`config.mk`:
```
export PLATFORM = sky130hd
export DESIGN_NAME = mc_core
export DESIGN_NICKNAME = d
export VERILOG_FILES = /design/src/rtl/mc_pkg.sv /design/src/rtl/mc_alu.sv /design/src/rtl/mc_regfile.sv /design/src/rtl/mc_ctrl.sv /design/src/rtl/mc_core.sv
export SDC_FILE = /design/constraint.sdc
export NUM_CORES = 2
export LEC_CHECK = 0
export BUFFER_PORTS_ARGS = -buffer_cell sky130_fd_sc_hd__buf_2
export CAP_MARGIN = 20
export CORE_ASPECT_RATIO = 1.5
export CORE_UTILIZATION = 50
export CTS_CLUSTER_DIAMETER = 50
export DETAILED_ROUTE_END_ITERATION = 16
export GPL_ROUTABILITY_DRIVEN = 0
export PLACE_DENSITY = 0.66
export SYNTH_ARGS = -nofsm -noshare
export SYNTH_HDL_FRONTEND = slang
export SYNTH_SLANG_ARGS = --single-unit
```
`constraint.sdc`:
```
create_clock -name clk -period 8.79 [get_ports clk]
set_input_delay 0.4395 -clock clk [delete_from_list [all_inputs] [get_ports clk]]
set_output_delay 0.4395 -clock clk [all_outputs]
set_load 0.01 [all_outputs]
```
`src/rtl/mc_pkg.sv`:
```
package mc_pkg;
  localparam int XLEN = 32;

  localparam logic [5:0] OPC_ARITH = 6'h00;
  localparam logic [5:0] OPC_LOAD  = 6'h23;
  localparam logic [5:0] OPC_STORE = 6'h2B;
  localparam logic [5:0] OPC_BEQ   = 6'h04;
  localparam logic [5:0] OPC_JMP   = 6'h02;

  typedef enum logic [3:0] {
    ST_FETCH  = 4'd0,
    ST_DECODE = 4'd1,
    ST_ADDR   = 4'd2,
    ST_LDRD   = 4'd3,
    ST_LDWB   = 4'd4,
    ST_STORE  = 4'd5,
    ST_EXEC   = 4'd6,
    ST_ARWB   = 4'd7,
    ST_BRANCH = 4'd8,
    ST_JUMP   = 4'd9
  } phase_t;

  typedef enum logic [2:0] {ALU_ADD, ALU_SUB, ALU_AND, ALU_OR, ALU_SLT} alu_op_t;
  typedef enum logic [1:0] {BSEL_FOUR, BSEL_REG, BSEL_IMM, BSEL_OFS} bsel_t;
  typedef enum logic [1:0] {PSEL_ALU, PSEL_LATCH, PSEL_JMP} psel_t;

  typedef struct packed {
    logic    pc_we;
    psel_t   pc_sel;
    logic    ir_we;
    logic    a_is_pc;
    bsel_t   b_sel;
    alu_op_t alu_op;
    logic    addr_from_latch;
    logic    mem_we;
    logic    rf_we;
    logic    rf_from_mdr;
  } ctrl_t;
endpackage

```
`src/rtl/mc_alu.sv`:
```
module mc_alu
  import mc_pkg::*;
#(
  parameter int W = XLEN
) (
  input  alu_op_t      op,
  input  logic [W-1:0] a,
  input  logic [W-1:0] b,
  output logic [W-1:0] y,
  output logic         zero
);
  always_comb begin
    unique case (op)
      ALU_SUB: y = a - b;
      ALU_AND: y = a & b;
      ALU_OR:  y = a | b;
      ALU_SLT: y = {{(W-1){1'b0}}, ($signed(a) < $signed(b))};
      default: y = a + b;
    endcase
  end
  assign zero = (y == '0);
endmodule

```
`src/rtl/mc_regfile.sv`:
```
module mc_regfile #(
  parameter int W     = 32,
  parameter int DEPTH = 32,
  localparam int IW   = $clog2(DEPTH)
) (
  input  logic          clk,
  input  logic          we,
  input  logic [IW-1:0] waddr,
  input  logic [W-1:0]  wdata,
  input  logic [IW-1:0] raddr_a,
  input  logic [IW-1:0] raddr_b,
  output logic [W-1:0]  rdata_a,
  output logic [W-1:0]  rdata_b
);
  logic [W-1:0] cells [DEPTH];

  always_ff @(posedge clk) begin
    if (we && waddr != '0) cells[waddr] <= wdata;
  end

  always_ff @(posedge clk) begin
    rdata_a <= (raddr_a == '0) ? '0 : cells[raddr_a];
    rdata_b <= (raddr_b == '0) ? '0 : cells[raddr_b];
  end
endmodule

```
`src/rtl/mc_ctrl.sv`:
```
module mc_ctrl
  import mc_pkg::*;
(
  input  logic       clk,
  input  logic       rst,
  input  logic [5:0] opcode,
  input  logic [5:0] funct,
  input  logic       alu_zero,
  output phase_t     phase,
  output ctrl_t      ctl
);
  phase_t nxt;

  function automatic alu_op_t funct_to_op(input logic [5:0] f);
    case (f)
      6'h22:   return ALU_SUB;
      6'h24:   return ALU_AND;
      6'h25:   return ALU_OR;
      6'h2A:   return ALU_SLT;
      default: return ALU_ADD;
    endcase
  endfunction

  always_ff @(posedge clk) begin
    if (rst) phase <= ST_FETCH;
    else     phase <= nxt;
  end

  always_comb begin
    ctl        = '0;
    ctl.alu_op = ALU_ADD;
    ctl.b_sel  = BSEL_REG;
    ctl.pc_sel = PSEL_ALU;
    nxt        = ST_FETCH;
    case (phase)
      ST_FETCH: begin
        ctl.pc_we   = 1'b1;
        ctl.ir_we   = 1'b1;
        ctl.a_is_pc = 1'b1;
        ctl.b_sel   = BSEL_FOUR;
        nxt         = ST_DECODE;
      end
      ST_DECODE: begin
        ctl.a_is_pc = 1'b1;
        ctl.b_sel   = BSEL_OFS;
        case (opcode)
          OPC_ARITH:           nxt = ST_EXEC;
          OPC_LOAD, OPC_STORE: nxt = ST_ADDR;
          OPC_BEQ:             nxt = ST_BRANCH;
          OPC_JMP:             nxt = ST_JUMP;
          default:             nxt = ST_FETCH;
        endcase
      end
      ST_ADDR: begin
        ctl.b_sel = BSEL_IMM;
        nxt = (opcode == OPC_LOAD) ? ST_LDRD : ST_STORE;
      end
      ST_LDRD: begin
        ctl.addr_from_latch = 1'b1;
        nxt = ST_LDWB;
      end
      ST_LDWB: begin
        ctl.rf_we       = 1'b1;
        ctl.rf_from_mdr = 1'b1;
      end
      ST_STORE: begin
        ctl.addr_from_latch = 1'b1;
        ctl.mem_we          = 1'b1;
      end
      ST_EXEC: begin
        ctl.alu_op = funct_to_op(funct);
        nxt = ST_ARWB;
      end
      ST_ARWB:   ctl.rf_we = 1'b1;
      ST_BRANCH: begin
        ctl.alu_op = ALU_SUB;
        ctl.pc_we  = alu_zero;
        ctl.pc_sel = PSEL_LATCH;
      end
      ST_JUMP: begin
        ctl.pc_we  = 1'b1;
        ctl.pc_sel = PSEL_JMP;
      end
      default: nxt = ST_FETCH;
    endcase
  end
endmodule

```
`src/rtl/mc_core.sv`:
```
module mc_core
  import mc_pkg::*;
#(
  parameter int          ADDR_W   = 10,
  parameter logic [31:0] RESET_PC = 32'h0040_0000
) (
  input  logic              clk,
  input  logic              rst,
  output logic [ADDR_W-1:0] mem_addr,
  output logic [31:0]       mem_wdata,
  output logic              mem_we,
  input  logic [31:0]       mem_rdata,
  output logic [31:0]       dbg_pc,
  output logic [3:0]        dbg_state
);
  localparam int NREG = 32;

  logic [XLEN-1:0] pc, ir, res_q, mdr_q, opa_q, opb_q;
  logic [XLEN-1:0] alu_a, alu_b, alu_y, simm;
  logic            alu_zero;
  phase_t          phase;
  ctrl_t           ctl;

  assign simm = {{16{ir[15]}}, ir[15:0]};

  mc_ctrl u_ctrl (
    .clk(clk), .rst(rst), .opcode(ir[31:26]), .funct(ir[5:0]),
    .alu_zero(alu_zero), .phase(phase), .ctl(ctl)
  );

  mc_regfile #(.W(XLEN), .DEPTH(NREG)) u_rf (
    .clk(clk),
    .we(ctl.rf_we),
    .waddr(ctl.rf_from_mdr ? ir[20:16] : ir[15:11]),
    .wdata(ctl.rf_from_mdr ? mdr_q : res_q),
    .raddr_a(ir[25:21]),
    .raddr_b(ir[20:16]),
    .rdata_a(opa_q),
    .rdata_b(opb_q)
  );

  assign alu_a = ctl.a_is_pc ? pc : opa_q;
  always_comb begin
    case (ctl.b_sel)
      BSEL_FOUR: alu_b = 32'd4;
      BSEL_IMM:  alu_b = simm;
      BSEL_OFS:  alu_b = {simm[29:0], 2'b00};
      default:   alu_b = opb_q;
    endcase
  end

  mc_alu #(.W(XLEN)) u_alu (
    .op(ctl.alu_op), .a(alu_a), .b(alu_b), .y(alu_y), .zero(alu_zero)
  );

  always_ff @(posedge clk) begin
    if (rst) begin
      pc    <= RESET_PC;
      ir    <= '0;
      res_q <= '0;
      mdr_q <= '0;
    end else begin
      res_q <= alu_y;
      mdr_q <= mem_rdata;
      if (ctl.ir_we) ir <= mem_rdata;
      if (ctl.pc_we) begin
        case (ctl.pc_sel)
          PSEL_LATCH: pc <= res_q;
          PSEL_JMP:   pc <= {pc[31:28], ir[25:0], 2'b00};
          default:    pc <= alu_y;
        endcase
      end
    end
  end

  assign mem_addr  = ctl.addr_from_latch ? res_q[ADDR_W+1:2] : pc[ADDR_W+1:2];
  assign mem_wdata = opb_q;
  assign mem_we    = ctl.mem_we;
  assign dbg_pc    = pc;
  assign dbg_state = phase;
endmodule

```
* Word-level counts from Yosys, hierarchy flattened
Memory sizes are Yosys's and may differ from the RTL's. A register that Yosys moved wholly into a read port is not among the register bits.
Index checks and enable logic that the tools add are counted.
** Operators by class
- Add/subtract/negate cells :: 2
- Order comparisons :: 1
- Equality and inequality tests :: 25
- Multiplexer cells :: 23
- Bitwise gates (word level) :: 3
- Reduce and logical (&&, ||, !) cells :: 14
** Operators by type and width (number)
- 32-bit case mux with 4 select lines :: 1
- 32-bit case mux with 3 select lines :: 1
- 32-bit 2-to-1 mux :: 2
- 32-bit case mux with 2 select lines :: 1
- 6-bit equality test, second input constant :: 6
- 32-bit adder :: 1
- 32-bit AND :: 1
- 32-bit zero test :: 1
- 32-bit less-than comparator :: 1
- 32-bit OR :: 1
- 32-bit subtractor :: 1
- 4-bit case mux with 5 select lines :: 1
- 4-bit by 3-bit equality test with 1-bit output, second input constant :: 4
- 4-bit case mux with 4 select lines :: 1
- 3-bit case mux with 4 select lines :: 1
- 5-bit zero test :: 2
- 10-bit 2-to-1 mux :: 1
- 2-bit OR reduction :: 5
- 4-bit by 2-bit equality test with 1-bit output, second input constant :: 2
- 4-bit equality test, second input constant :: 2
- 1-bit 2-to-1 mux :: 8
- 2-bit equality test, second input constant :: 3
- 3-bit by 2-bit equality test with 1-bit output, second input constant :: 2
- 6-bit by 2-bit equality test with 1-bit output, second input constant :: 1
- other kinds (18) :: 18
** Word-level totals
- Register bits after elaboration :: 132
- Memory bits (writable) :: 1024
- Input port bits :: 34
- Word-level logic and storage cells :: 75
- Memories kept :: 1
** Memory list
- u_rf.cells :: depth 32, bits a word 32, rd ports 2, clocked after Yosys merged registers in 2, wr ports 1, line mc_regfile.sv:15 : logic [W-1:0] cells [DEPTH];

* Logic depth before layout (Yosys ltp)
- Depth in word-level cells :: 9
- Gate-level depth with buffers :: 22

* By module
Synthesis repeated with hierarchy kept, for this count alone.
** Unflattened totals
- Cells, all modules :: 3920
- Area total of the unflattened synthesis :: 60143.9 um^2
** Modules (own cells, without submodules)
- mc_regfile :: times used 1, cells an instance 2444, area each 48261.3 um^2
- mc_core :: times used 1, cells an instance 597, area each 5913.2 um^2
- mc_alu :: times used 1, cells an instance 821, area each 5547.8 um^2
- mc_ctrl :: times used 1, cells an instance 58, area each 421.7 um^2

* Worst setup path before layout
Ideal clock, no wire load.
- Kind :: register to register
- Start point :: register u_ctrl.phase[2]
- End point :: register pc[28], in the netlist dbg_pc[28]
- Arrival time :: 6028 ps
- Required time :: 8695 ps
- Path slack :: 2666 ps
- Cell stages (with the launch flop) :: 23
- Path buffers :: 4
- Period minus slack after synthesis :: 6124 ps
- Path through :: dfxtp_1 -> buf_2 -> or2_2 -> clkbuf_1 -> nor2_1 -> clkbuf_1 -> mux2_2 -> ha_1 -> inv_1 -> fa_1 -> nand2b_1 -> a2111o_1 -> a2111oi_4 -> o22ai_1 -> a221o_1 -> a21oi_2 -> and2_1 -> nand4b_1 -> or4_4 -> or4_4 -> buf_6 -> a21o_1 -> a221oi_1
** On the way
- Longest elaborated chain between the ends :: 9
** RTL lines
- start, declared :: line mc_ctrl.sv:9 : output phase_t phase,
- start signal, assigned :: line mc_ctrl.sv:26 : else phase <= nxt;
- 4-bit by 2-bit equality test with 1-bit output (tied with other cells) :: line mc_ctrl.sv:35 : case (phase)
- 2-bit case mux with 3 select lines or 2-bit OR reduction (tied branches)
- 2-bit equality test (tied with other cells) :: line mc_core.sv:44 : case (ctl.b_sel)
- 32-bit case mux with 3 select lines or 32-bit 2-to-1 mux (tied branches) :: line mc_core.sv:44, mc_core.sv:42
- 32-bit adder (tied with other cells) :: line mc_alu.sv:18 : default: y = a + b;
- 32-bit case mux with 4 select lines :: line mc_alu.sv:13 : unique case (op)
- 32-bit zero test :: line mc_alu.sv:21 : assign zero = (y == '0);
- 1-bit case mux with 2 select lines :: line mc_ctrl.sv:35
- 2-bit AND reduction (no source line)
- end signal, assigned :: line mc_core.sv:68 : PSEL_LATCH: pc <= res_q;
- end signal, assigned :: line mc_core.sv:69 : PSEL_JMP: pc <= {pc[31:28], ir[25:0], 2'b00};
- end signal, assigned :: line mc_core.sv:70 : default: pc <= alu_y;
- end, declared :: line mc_core.sv:18 : logic [XLEN-1:0] pc, ir, res_q, mdr_q, opa_q, opb_q;
Several ways; a longest one is shown, not always the timed one.
A chain may end at the register's enable or synchronous reset.

* Worst setup path in the final report
- Start point :: register u_ctrl.phase[1]
- End point :: register pc[15], in the netlist dbg_pc[15]
** On the way
- Longest elaborated chain between the ends :: 8
** RTL lines (line)
- 4-bit by 2-bit equality test with 1-bit output (tied with other cells) :: mc_ctrl.sv:35
- 2-bit case mux with 3 select lines or 2-bit OR reduction (tied branches)
- 2-bit equality test (tied with other cells) :: mc_core.sv:44
- 32-bit case mux with 3 select lines or 32-bit 2-to-1 mux (tied branches) :: mc_core.sv:44, mc_core.sv:42
- 32-bit adder (tied with other cells) :: mc_alu.sv:18
- 32-bit case mux with 4 select lines :: mc_alu.sv:13
- 32-bit zero test :: mc_alu.sv:21
- 1-bit case mux with 2 select lines :: mc_ctrl.sv:35
Several ways; a longest one is shown, not always the timed one.

==> impl_metrics.ini <==
[synthesis]
netlist_top_cells_count = edfxtp_1, mux4_2, nor2_1
yosys-top-cells-area = edfxtp_1, mux4_2, dfxtp_1, mux2i_1, mux2_2
synth_async_sr_flop_share_pct = 0
synth_most_common_cell = edfxtp_1
yosysUniqueCellTypes = 84
syn_area_per_cell_um2 = 15.5
synth_edf_count = 1024
synth_area_mm2 = 0.0600
synth-seq-cells = 1220
synth_ff_type = edfxtp_1
yosys.area.top_type_share_pct = 51.2
ys_seq_area_share_pct = 57.8
ys.warnings.count = 0
syn_inst = 3866
yosysTopAreaCell = edfxtp_1

[clocking]
cts.path.max_buffers = 3
cts_root_buf = clkbuf_16
worstSkewPairLatency_ns = 0.77
post_cts_buffers = 0
tritoncts = built
clk_pin_slew_ns = 0.06
numCtsBuffers = 111
htree_num_levels = 3
cts-resized-gates = 0
clkSinkCount = 1220

[worst_setup_path]
cp-start-kind = flop
rrSetupSlack_ns = 0.79
arrival_ns = 8.55
cp-end-kind = flop
crit_fanout = 23
cp_data_required_time_ns = 9.34
critPathKind = reg2reg

[timing]
max_freq_ghz = 0.125
rsz0062_at_grt = false
tns_ns = 0
finalSetupViolCount = 0
tightest_slew_ns = 1.47
fin_crit_sh_pct = 91.0
hold_violations = 0
min_period_ns = 8.00
slew_viol_final = 0
finalWorstSetupSlack_ns = 0.791
clock_skew_ns = 0.0466
slew_headroom_pct = 1.76

[floorplanning]
fp.dieArea_mm2 = 0.121
core_mm2 = 0.119
initial_utilization_pct = 50.4
fp-row-count = 155
die_h_um = 426
dieWidth_um = 285
pin_count = 113

[min_path]
hold_class = in2reg

[global_routing]
grt_pass1_wl_mm = 273
antenna_found_initial = 3
grt_usage_pct = 31.7
grt_max_degree = 104
grt_overflow_total = 0
grt_pass1_vias = 38800

[detailed_routing]
wl_per_cell_um = 34.3
via_count = 39100
wirelength_mm = 193
drc = 0
via_per_inst = 6.96
drtIter0Drc = 4841
dr.pass1.iters = 6
ant_nets = 0

[finish]
layout.cells.non_filler = 5619
nNetsFinal = 4084
stdcell_area_mm2 = 0.0665
drive_above_1_share_pct = 27.4
area_delta_synth_final_pct = 10.8

[outcome]
outcome = finished clean

[flow_run]
max-cap-violations = 0

[placed_design]
io_buffers = 112
placed_cells = 5378
placed_area_mm2 = 0.0625
post-place-ws_ns = 1.23
dpl.hpwl_mm = 115

[power]
power_density_mw_per_mm2 = 297
peakVddDrop_mv = 0.165
p_leak_nw = 21.5
==> registers in the layout, summed over array words and instances, names as in the netlist <==
| register | flops |
|---|---|
| ir | 32 |
| res_q | 32 |
| u_rf.rdata_b | 32 |
| u_rf.cells | 1024 |
| u_rf.rdata_a | 32 |
| dbg_pc | 32 |
| u_ctrl.phase | 4 |
| mdr_q | 32 |
==> through the flow <==
| step | total power [mW] | hold slack, ns | utilization [%] |
|---|---|---|---|
| 2_1_floorplan | 12.2 | 0.444 | - |
| 3_3_place_gp | 14.7 | 0.466 | 52.5 |
| 3_5_place_dp | 14.7 | 0.471 | 52.5 |
| 4_1_cts | 19.5 | 0.0138 | 55.8 |
| 5_1_grt | 20.4 | 0.0218 | 55.8 |
| 6_report | 19.7 | 0.0359 | 55.8 |
==> where the power goes <==
| group | switching (mW) | internal, mW |
|---|---|---|
| sequential | 0.531 | 7.16 |
| clock | 2.21 | 2.66 |
| combinational | 4.57 | 2.59 |
==> kinds of logic (layout without fill, tap and decap cells) <==
family / Yosys count / in the layout / share of synthesized area, %
buffers and inverters: 408 / 555 / 2.76
adder cells (fa/ha/maj): 100 / 100 / 2.11
AND/OR/NAND/NOR: 605 / 605 / 4.77
AO/OA/AOI/OAI: 718 / 718 / 8.15
other: 1 / 37 / 0.00625
flip-flops: 1220 / 1220 / 57.8
XOR/XNOR: 16 / 16 / 0.234
multiplexers: 798 / 798 / 24.2
==> cell usage in the layout (no fill, tap or decap), types with 15 or more instances in the layout <==
| cell | count |
|---|---|
| edfxtp_1 | 1024 |
| mux4_2 | 508 |
| a21oi_1 | 186 |
| dfxtp_1 | 186 |
| nor2_1 | 181 |
| mux2i_1 | 154 |
| nand2_1 | 152 |
| mux2_2 | 136 |
| clkbuf_16 | 116 |
| buf_2 | 111 |
| inv_1 | 108 |
| o21ai_0 | 100 |
| buf_4 | 99 |
| ha_1 | 97 |
| a221oi_1 | 70 |
| o22ai_1 | 61 |
| nor2b_1 | 45 |
| a211oi_1 | 43 |
| nand2b_1 | 38 |
| o221ai_1 | 38 |
| nor3_1 | 37 |
| nor2_4 | 32 |
| conb_1 | 32 |
| dlygate4sd3_1 | 28 |
| nand3_1 | 26 |
| o21a_1 | 24 |
| o211ai_1 | 19 |
| clkinv_1 | 19 |
| clkbuf_1 | 19 |
| a211o_1 | 18 |
| a31oi_1 | 17 |
| a22oi_1 | 16 |
| a21o_1 | 16 |
| clkinv_2 | 16 |
| xnor2_1 | 15 |
==> final timing paths <==
check,start,to,cells after the start
hold / removal,mem_rdata[31],mdr_q[31],2
setup / recovery,u_ctrl.phase[1],dbg_pc[15],18
hold reg to reg,ir[31],ir[31],2
setup reg to reg,u_ctrl.phase[1],dbg_pc[15],18
==> per-layer routing <==
metal	routed length [um]	vias up	global-route usage (%)	part of all wire, %
li1	-	15800	-	-
met1	66700	20200	38.8	35
met2	96400	2497	53.4	50
met3	18600	569	5.44	9.6
met4	11100	6	17.2	5.7
met5	46	-	0	0.024
==> repair_timing <==
item                       in CTS  in global routing
hold endpoints to repair       51                  0
hold buffers                   28                  0
setup endpoints to repair       0                  0
==> area by class of cell <==
| cell class | count | area [um2] |
|---|---|---|
| fill | 9343 | 52600 |
| clock buffer | 149 | 3120 |
| inverter | 107 | 402 |
| antenna | 5 | 12.5 |
| tap | 1570 | 1960 |
| multi-input combinational | 2269 | 24100 |
| clock inverter | 58 | 499 |
| sequential | 1220 | 34700 |
| timing repair buffer | 241 | 1620 |
==> critical path: stages (launching register included) <==
cell      delay [ns]
dfxtp_1         0.84
nand2_1         0.17
nand2_1         0.44
a22o_1          0.28
ha_1            0.23
inv_1           0.08
fa_1            0.44
nand2b_1        0.19
a2111o_1        0.53
a21oi_1         0.17
nor2_1          0.10
xnor2_1         0.15
a221oi_1        1.19
inv_1           0.09
nor4_1          0.65
nand4_1         0.35
or4_4           0.75
nand2_1         0.85
o21ai_0         0.28
Note: power is estimated with default switching activity, not from simulation.
